File: src/rtl/lpi_mv_pkg.sv
package lpi_mv_pkg;
   typedef enum logic [2:0] {
      ST_IDLE,
      ST_CHECK,
      ST_RD,
      ST_RSP,
      ST_WR,
      ST_NOTIFY,
      ST_FIN
   } mv_state_e;
endpackage

File: src/rtl/lpi_mv_bound.sv
module lpi_mv_bound #(
   parameter int ID_W       = 16,
   parameter int IDB_W      = 5,
   parameter int MAX_IDBITS = 15
) (
   input  logic [ID_W-1:0]  id,
   input  logic [IDB_W-1:0] src_bits,
   input  logic [IDB_W-1:0] dst_bits,
   output logic             in_range
);
   logic [IDB_W-1:0] pair_min;
   logic [IDB_W-1:0] eff_bits;
   logic [IDB_W:0]   shamt;
   logic [ID_W-1:0]  byte_idx;

   assign pair_min = (src_bits < dst_bits) ? src_bits : dst_bits;

   generate
      if (MAX_IDBITS >= (2**IDB_W) - 1) begin : g_noclamp
         assign eff_bits = pair_min;
      end else begin : g_clamp
         localparam logic [IDB_W-1:0] MAX_L = IDB_W'(MAX_IDBITS);
         assign eff_bits = (pair_min > MAX_L) ? MAX_L : pair_min;
      end
   endgenerate

   assign shamt    = {1'b0, eff_bits} + 1'b1;
   assign byte_idx = id >> 3;
   assign in_range = ((byte_idx >> shamt) == '0);
endmodule

File: src/rtl/lpi_mv_addr.sv
module lpi_mv_addr #(
   parameter int ADDR_W = 48,
   parameter int ID_W   = 16,
   parameter int PA_LO  = 16
) (
   input  logic [ADDR_W-1:0] base,
   input  logic [ID_W-1:0]   id,
   output logic [ADDR_W-1:0] byte_addr,
   output logic [2:0]        bit_sel
);
   logic [ADDR_W-1:0] masked;
   logic [ADDR_W-1:0] offset;

   generate
      if (PA_LO == 0) begin : g_nomask
         assign masked = base;
      end else begin : g_mask
         localparam logic [ADDR_W-1:0] PA_MASK = {{(ADDR_W-PA_LO){1'b1}}, {PA_LO{1'b0}}};
         assign masked = base & PA_MASK;
      end
   endgenerate

   assign offset    = {{(ADDR_W-(ID_W-3)){1'b0}}, id[ID_W-1:3]};
   assign byte_addr = masked + offset;
   assign bit_sel   = id[2:0];
endmodule

File: src/rtl/lpi_mv_unit.sv
module lpi_mv_unit
   import lpi_mv_pkg::*;
#(
   parameter int NUM_CPU    = 4,
   parameter int ID_W       = 16,
   parameter int IDB_W      = 5,
   parameter int MAX_IDBITS = 15,
   parameter int ADDR_W     = 48,
   parameter int PA_LO      = 16,
   localparam int CPU_W     = (NUM_CPU > 1) ? $clog2(NUM_CPU) : 1
) (
   input  logic                        clk,
   input  logic                        rst_n,
   input  logic                        req_valid,
   input  logic [ID_W-1:0]             req_id,
   input  logic [CPU_W-1:0]            req_src,
   input  logic [CPU_W-1:0]            req_dst,
   output logic                        busy,
   output logic                        done,
   input  logic [NUM_CPU-1:0]          cpu_en,
   input  logic [NUM_CPU*IDB_W-1:0]    cpu_idbits,
   input  logic [NUM_CPU*ADDR_W-1:0]   cpu_pend_base,
   input  logic [NUM_CPU*ID_W-1:0]     cpu_best_id,
   output logic                        mem_rd_valid,
   input  logic                        mem_rd_ready,
   output logic [ADDR_W-1:0]           mem_rd_addr,
   input  logic                        mem_rsp_valid,
   input  logic [7:0]                  mem_rsp_data,
   output logic                        mem_wr_valid,
   input  logic                        mem_wr_ready,
   output logic [ADDR_W-1:0]           mem_wr_addr,
   output logic [7:0]                  mem_wr_data,
   output logic                        hpp_upd_valid,
   output logic [CPU_W-1:0]            hpp_upd_cpu,
   output logic                        dst_set_valid,
   output logic [CPU_W-1:0]            dst_set_cpu,
   output logic [ID_W-1:0]             dst_set_id
);
   generate
      if (NUM_CPU < 1) begin : g_bad_cpu
         $error("NUM_CPU must be at least 1");
      end
      if (ID_W < 4) begin : g_bad_id
         $error("ID_W must be at least 4");
      end
      if (ADDR_W <= ID_W - 3) begin : g_bad_addr
         $error("ADDR_W must exceed ID_W-3");
      end
      if (PA_LO >= ADDR_W || PA_LO < 0) begin : g_bad_pa
         $error("PA_LO out of range");
      end
   endgenerate

   mv_state_e           state;
   logic [ID_W-1:0]     cur_id;
   logic [CPU_W-1:0]    cur_src;
   logic [CPU_W-1:0]    cur_dst;
   logic [ADDR_W-1:0]   addr_q;
   logic [2:0]          bit_q;
   logic [7:0]          byte_q;

   logic [IDB_W-1:0]    idb_a  [NUM_CPU];
   logic [ADDR_W-1:0]   base_a [NUM_CPU];
   logic [ID_W-1:0]     best_a [NUM_CPU];

   genvar gi;
   generate
      for (gi = 0; gi < NUM_CPU; gi++) begin : g_unpack
         assign idb_a[gi]  = cpu_idbits[gi*IDB_W +: IDB_W];
         assign base_a[gi] = cpu_pend_base[gi*ADDR_W +: ADDR_W];
         assign best_a[gi] = cpu_best_id[gi*ID_W +: ID_W];
      end
   endgenerate

   logic src_ok, dst_ok;
   generate
      if ((2**CPU_W) > NUM_CPU) begin : g_idx_chk
         assign src_ok = (32'(cur_src) < NUM_CPU);
         assign dst_ok = (32'(cur_dst) < NUM_CPU);
      end else begin : g_idx_full
         assign src_ok = 1'b1;
         assign dst_ok = 1'b1;
      end
   endgenerate

   logic [CPU_W-1:0] src_sel, dst_sel;
   assign src_sel = src_ok ? cur_src : '0;
   assign dst_sel = dst_ok ? cur_dst : '0;

   logic              in_range;
   logic [ADDR_W-1:0] calc_addr;
   logic [2:0]        calc_bit;
   logic              skip;

   lpi_mv_bound #(.ID_W(ID_W), .IDB_W(IDB_W), .MAX_IDBITS(MAX_IDBITS)) i_bound (
      .id(cur_id), .src_bits(idb_a[src_sel]), .dst_bits(idb_a[dst_sel]),
      .in_range(in_range)
   );

   lpi_mv_addr #(.ADDR_W(ADDR_W), .ID_W(ID_W), .PA_LO(PA_LO)) i_addr (
      .base(base_a[src_sel]), .id(cur_id),
      .byte_addr(calc_addr), .bit_sel(calc_bit)
   );

   assign skip = !src_ok || !dst_ok || !cpu_en[src_sel] || !cpu_en[dst_sel] || !in_range;

   always_ff @(posedge clk or negedge rst_n) begin
      if (!rst_n) begin
         state   <= ST_IDLE;
         cur_id  <= '0;
         cur_src <= '0;
         cur_dst <= '0;
         addr_q  <= '0;
         bit_q   <= '0;
         byte_q  <= '0;
      end else begin
         case (state)
            ST_IDLE: if (req_valid) begin
               cur_id  <= req_id;
               cur_src <= req_src;
               cur_dst <= req_dst;
               state   <= ST_CHECK;
            end
            ST_CHECK: begin
               addr_q <= calc_addr;
               bit_q  <= calc_bit;
               state  <= skip ? ST_FIN : ST_RD;
            end
            ST_RD: if (mem_rd_ready) state <= ST_RSP;
            ST_RSP: if (mem_rsp_valid) begin
               if (mem_rsp_data[bit_q]) begin
                  byte_q <= mem_rsp_data & ~(8'd1 << bit_q);
                  state  <= ST_WR;
               end else begin
                  state  <= ST_FIN;
               end
            end
            ST_WR: if (mem_wr_ready) state <= ST_NOTIFY;
            ST_NOTIFY: state <= ST_FIN;
            default: state <= ST_IDLE;
         endcase
      end
   end

   assign busy          = (state != ST_IDLE);
   assign done          = (state == ST_FIN);
   assign mem_rd_valid  = (state == ST_RD);
   assign mem_rd_addr   = addr_q;
   assign mem_wr_valid  = (state == ST_WR);
   assign mem_wr_addr   = addr_q;
   assign mem_wr_data   = byte_q;
   assign dst_set_valid = (state == ST_NOTIFY);
   assign dst_set_cpu   = cur_dst;
   assign dst_set_id    = cur_id;
   assign hpp_upd_valid = (state == ST_NOTIFY) && (best_a[src_sel] == cur_id);
   assign hpp_upd_cpu   = cur_src;
endmodule


File: config.mk
export PLATFORM = sky130hd
export DESIGN_NAME = lpi_mv_unit
export DESIGN_NICKNAME = d
export VERILOG_FILES = /design/src/rtl/lpi_mv_pkg.sv /design/src/rtl/lpi_mv_bound.sv /design/src/rtl/lpi_mv_addr.sv /design/src/rtl/lpi_mv_unit.sv
export SDC_FILE = /design/constraint.sdc
export NUM_CORES = 1
export LEC_CHECK = 0
export BUFFER_PORTS_ARGS = -buffer_cell sky130_fd_sc_hd__buf_2
export CAP_MARGIN = 20
export CORE_AREA = 4 4 170 172
export CTS_CLUSTER_DIAMETER = 30
export DETAILED_ROUTE_END_ITERATION = 6
export DIE_AREA = 0 0 174 176
export GPL_TIMING_DRIVEN = 0
export PLACE_DENSITY = 0.49
export SLEW_MARGIN = 5
export SYNTH_ARGS = -nofsm -noshare
export SYNTH_HDL_FRONTEND = slang
export SYNTH_HIERARCHICAL = 1
export SYNTH_SLANG_ARGS = --single-unit
export TNS_END_PERCENT = 50
File: constraint.sdc
create_clock -name clk -period 5 [get_ports clk]
set_input_delay 0.25 -clock clk [delete_from_list [all_inputs] [get_ports clk]]
set_output_delay 0.25 -clock clk [all_outputs]
set_load 0.005 [all_outputs]
==> results.sh <==
export IMPL_status="finished clean"
export IMPL_hold_end="dst_set_id[11]$_DFFE_PN0P_"
export IMPL_combPwrFrac=0.614
export IMPL_post_route_min_period_ps=4130
export IMPL_drt_iter0_markers=157
export IMPL_worstSetupPathType="flip-flop to flip-flop"
export IMPL_htree_levels=3
export IMPL_worstPathMaxFanout=9
export IMPL_swShare=0.369
export IMPL_pre_cts_slack_ps=785
export IMPL_grt_setup_unrepaired="false"
export IMPL_slew_viol_final=0
export IMPL_p_clk_frac=0.143
export IMPL_grtUsageMet2=0.258
export IMPL_worstSetupStartpointType="flip-flop"
export IMPL_ctsResizeCount=0
export IMPL_crit_arrival_ps=4360
export IMPL_worst_endpoint_required_ps=5230
export IMPL_clock_fmax_mhz=242
export IMPL_io_buffers=379
export IMPL_worstHoldStart="req_id[11]"
export IMPL_reg2reg_from="hpp_upd_cpu[0]$_DFFE_PN0P_"
export IMPL_tritoncts="yes"
export IMPL_clock_root_buffer="clkbuf_16"
export IMPL_synth_warnings=6
export IMPL_skew_ps=9.97
export IMPL_clk_pin_slew_ps=70
export IMPL_netlist_area_mm2=0.00606
export IMPL_synth_area_per_cell_um2=12.5
export IMPL_core_rowCount=61
export IMPL_vias=5256
export IMPL_dieWidth_um=174
export IMPL_p_int_w=0.00350
export IMPL_hold_viol=0
export IMPL_grt_busiest_layer="met2"
export IMPL_firstDrtPassIters=4
export IMPL_seqPwrFrac=0.243
export IMPL_p_total_w=0.00555
export IMPL_crit_path_top_delay_cell="mux4_2"
export IMPL_met1_usage=0.169
export IMPL_fin_tns_setup_ps=0
export IMPL_cts_buffers=9
export IMPL_grt_max_degree=43
export IMPL_wl_um=22100
export IMPL_grt_usage=0.140
export IMPL_initial_core_util=0.220
export IMPL_globalplace_congestion=0.779
export IMPL_fin_hold_ws_ps=124
export IMPL_p_leak_nw=4.33
export IMPL_die_h_um=176
export IMPL_syn2layout_area_growth_pct=45.0
export IMPL_viasPerCell=4.28
export IMPL_insertion_delay_ps=340
export IMPL_syn_instance_count=483
export IMPL_grt_pass1_vias=5543
export IMPL_period_share=0.826
export IMPL_clockBufferDepth=2
export IMPL_hold_path_depth=2
export IMPL_slew_headroom=0.368
export IMPL_postCtsSetupBuffers=0
export IMPL_ios=444
export IMPL_grt_overflow_total=0
export IMPL_hold_path_class="input port to flip-flop"
export IMPL_postRouteAntennaNets=0
export IMPL_crit_path_end_kind="flip-flop"
export IMPL_dieArea_mm2=0.0306
export IMPL_setup_viol=0
export IMPL_cpPeakStageDelay_ps=570
export IMPL_rr_worst_depth=15
export IMPL_post_drt_wl_per_cell_um=18.0
export IMPL_switching_power_w=0.00205
export IMPL_crit_top_cell="buf_4"
export IMPL_drive_above_1_share=0.734
export IMPL_worst_pin_slew_ps=945
export IMPL_layout_setup_ws_ps=872
export IMPL_post_dp_hpwl_um=18300
export IMPL_cts_sink_count=82
export IMPL_peakVddDrop_uv=215
export IMPL_cp_cell_sequence="buf_4 > buf_4 > buf_4 > mux4_2 > ha_1 > a211oi_2 > o21bai_2 > nor2_1 > mux2_2 > a211oi_2 > a211oi_1 > o21ai_1 > nand4b_1 > a21oi_1 > nor2_1"
export IMPL_antenna_found_initial=1
export IMPL_nNetsFinal=1195
export IMPL_hold_buffers=1
export IMPL_route_detailed_drc=0
export IMPL_core_mm2=0.0275
export IMPL_power_density_mw_per_mm2=633
export IMPL_grtUsageMet3=0.0336
export IMPL_nFillCells=2902
export IMPL_timing_rr_end="state[2]$_DFFE_PN0P_"
export IMPL_grt_pass1_wl_um=32700
export IMPL_n_antenna_cell=0
export IMPL_r2r_slack_ps=870
export IMPL_drv_cap=0
-- power groups by stage --
stage | Sequential, W | Combinational, W | Clock, W
after global routing | 0.00142 | 0.00374 | 0.000847
after detailed placement | 0.00138 | 0.00349 | 0
after floorplan | 0.00130 | 0.00231 | 0
after global placement | 0.00138 | 0.00347 | 0
after CTS | 0.00137 | 0.00351 | 0.000828
final | 0.00135 | 0.00341 | 0.000794
-- cell type report --
class | count | area (um2) | share of cell area
clock inverter | 4 | 98.8 | 0.0113
tap | 346 | 433 | 0.0493
clock buffer | 12 | 246 | 0.0281
timing repair buffer | 381 | 1940 | 0.221
buffer | 127 | 901 | 0.103
inverter | 12 | 45.0 | 0.00513
sequential | 82 | 2050 | 0.234
multi-input combinational | 264 | 3070 | 0.349
-- layer usage --
| layer | vias up | share of wire |
|---|---|---|
| met2 | 207 | 0.52 |
| met1 | 2560 | 0.41 |
| li1 | 2475 | - |
| met4 | 2 | 0.0070 |
| met3 | 12 | 0.065 |
| met5 | - | 0.00032 |
-- state kept, by name, indices dropped and copies added (netlist names) --
register     flops
mem_rd_addr     48
dst_set_id      16
mem_wr_data      8
bit_q            3
state            3
dst_set_cpu      2
hpp_upd_cpu      2
-- metrics by stage --
stage | utilization | cell area (um2) | std cells
final | 0.319 | 8780 | 1228
after global routing | 0.319 | 8780 | 1228
after CTS | 0.319 | 8780 | 1228
after detailed placement | 0.307 | 8420 | 1211
after global placement | 0.305 | 8390 | 1210
after floorplan | - | 6060 | 485
-- layout by cell type (no fill, tap or decap), drive strengths merged, types with 4 or more instances in the layout --
cell type  count
dfrtp         82
o21ai         11
buf          505
nor4           5
mux2          78
ha             4
nor2          15
xnor2         15
xor2           4
nand2         10
inv           12
mux4          56
clkbuf        14
a21oi         13
mux2i         11
-- worst max-delay path: cells and delay by family, from the launching register on --
| kind | cells | cell delay [ps] |
|---|---|---|
| mux | 2 | 980 |
| fa+ha+maj | 1 | 360 |
| buf+inv | 3 | 770 |
| flops | 1 | 340 |
| simple gates | 3 | 530 |
| compound gates | 6 | 1010 |
-- worst max path at each step --
stage                                from              endpoint  slack [ps]  cells past startpoint
6_report       hpp_upd_cpu[0]$_DFFE_PN0P_  state[2]$_DFFE_PN0P_         870                     15
5_1_grt        hpp_upd_cpu[0]$_DFFE_PN0P_  state[2]$_DFFE_PN0P_         530                     15
4_1_cts        hpp_upd_cpu[0]$_DFFE_PN0P_  state[2]$_DFFE_PN0P_         760                     15
3_5_place_dp   hpp_upd_cpu[0]$_DFFE_PN0P_  state[2]$_DFFE_PN0P_         780                     15
3_3_place_gp   hpp_upd_cpu[0]$_DFFE_PN0P_  state[2]$_DFFE_PN0P_         800                     15
2_1_floorplan  hpp_upd_cpu[0]$_DFFE_PN0P_  state[2]$_DFFE_PN0P_        1520                     15
Power figures use the tool's default switching activity.
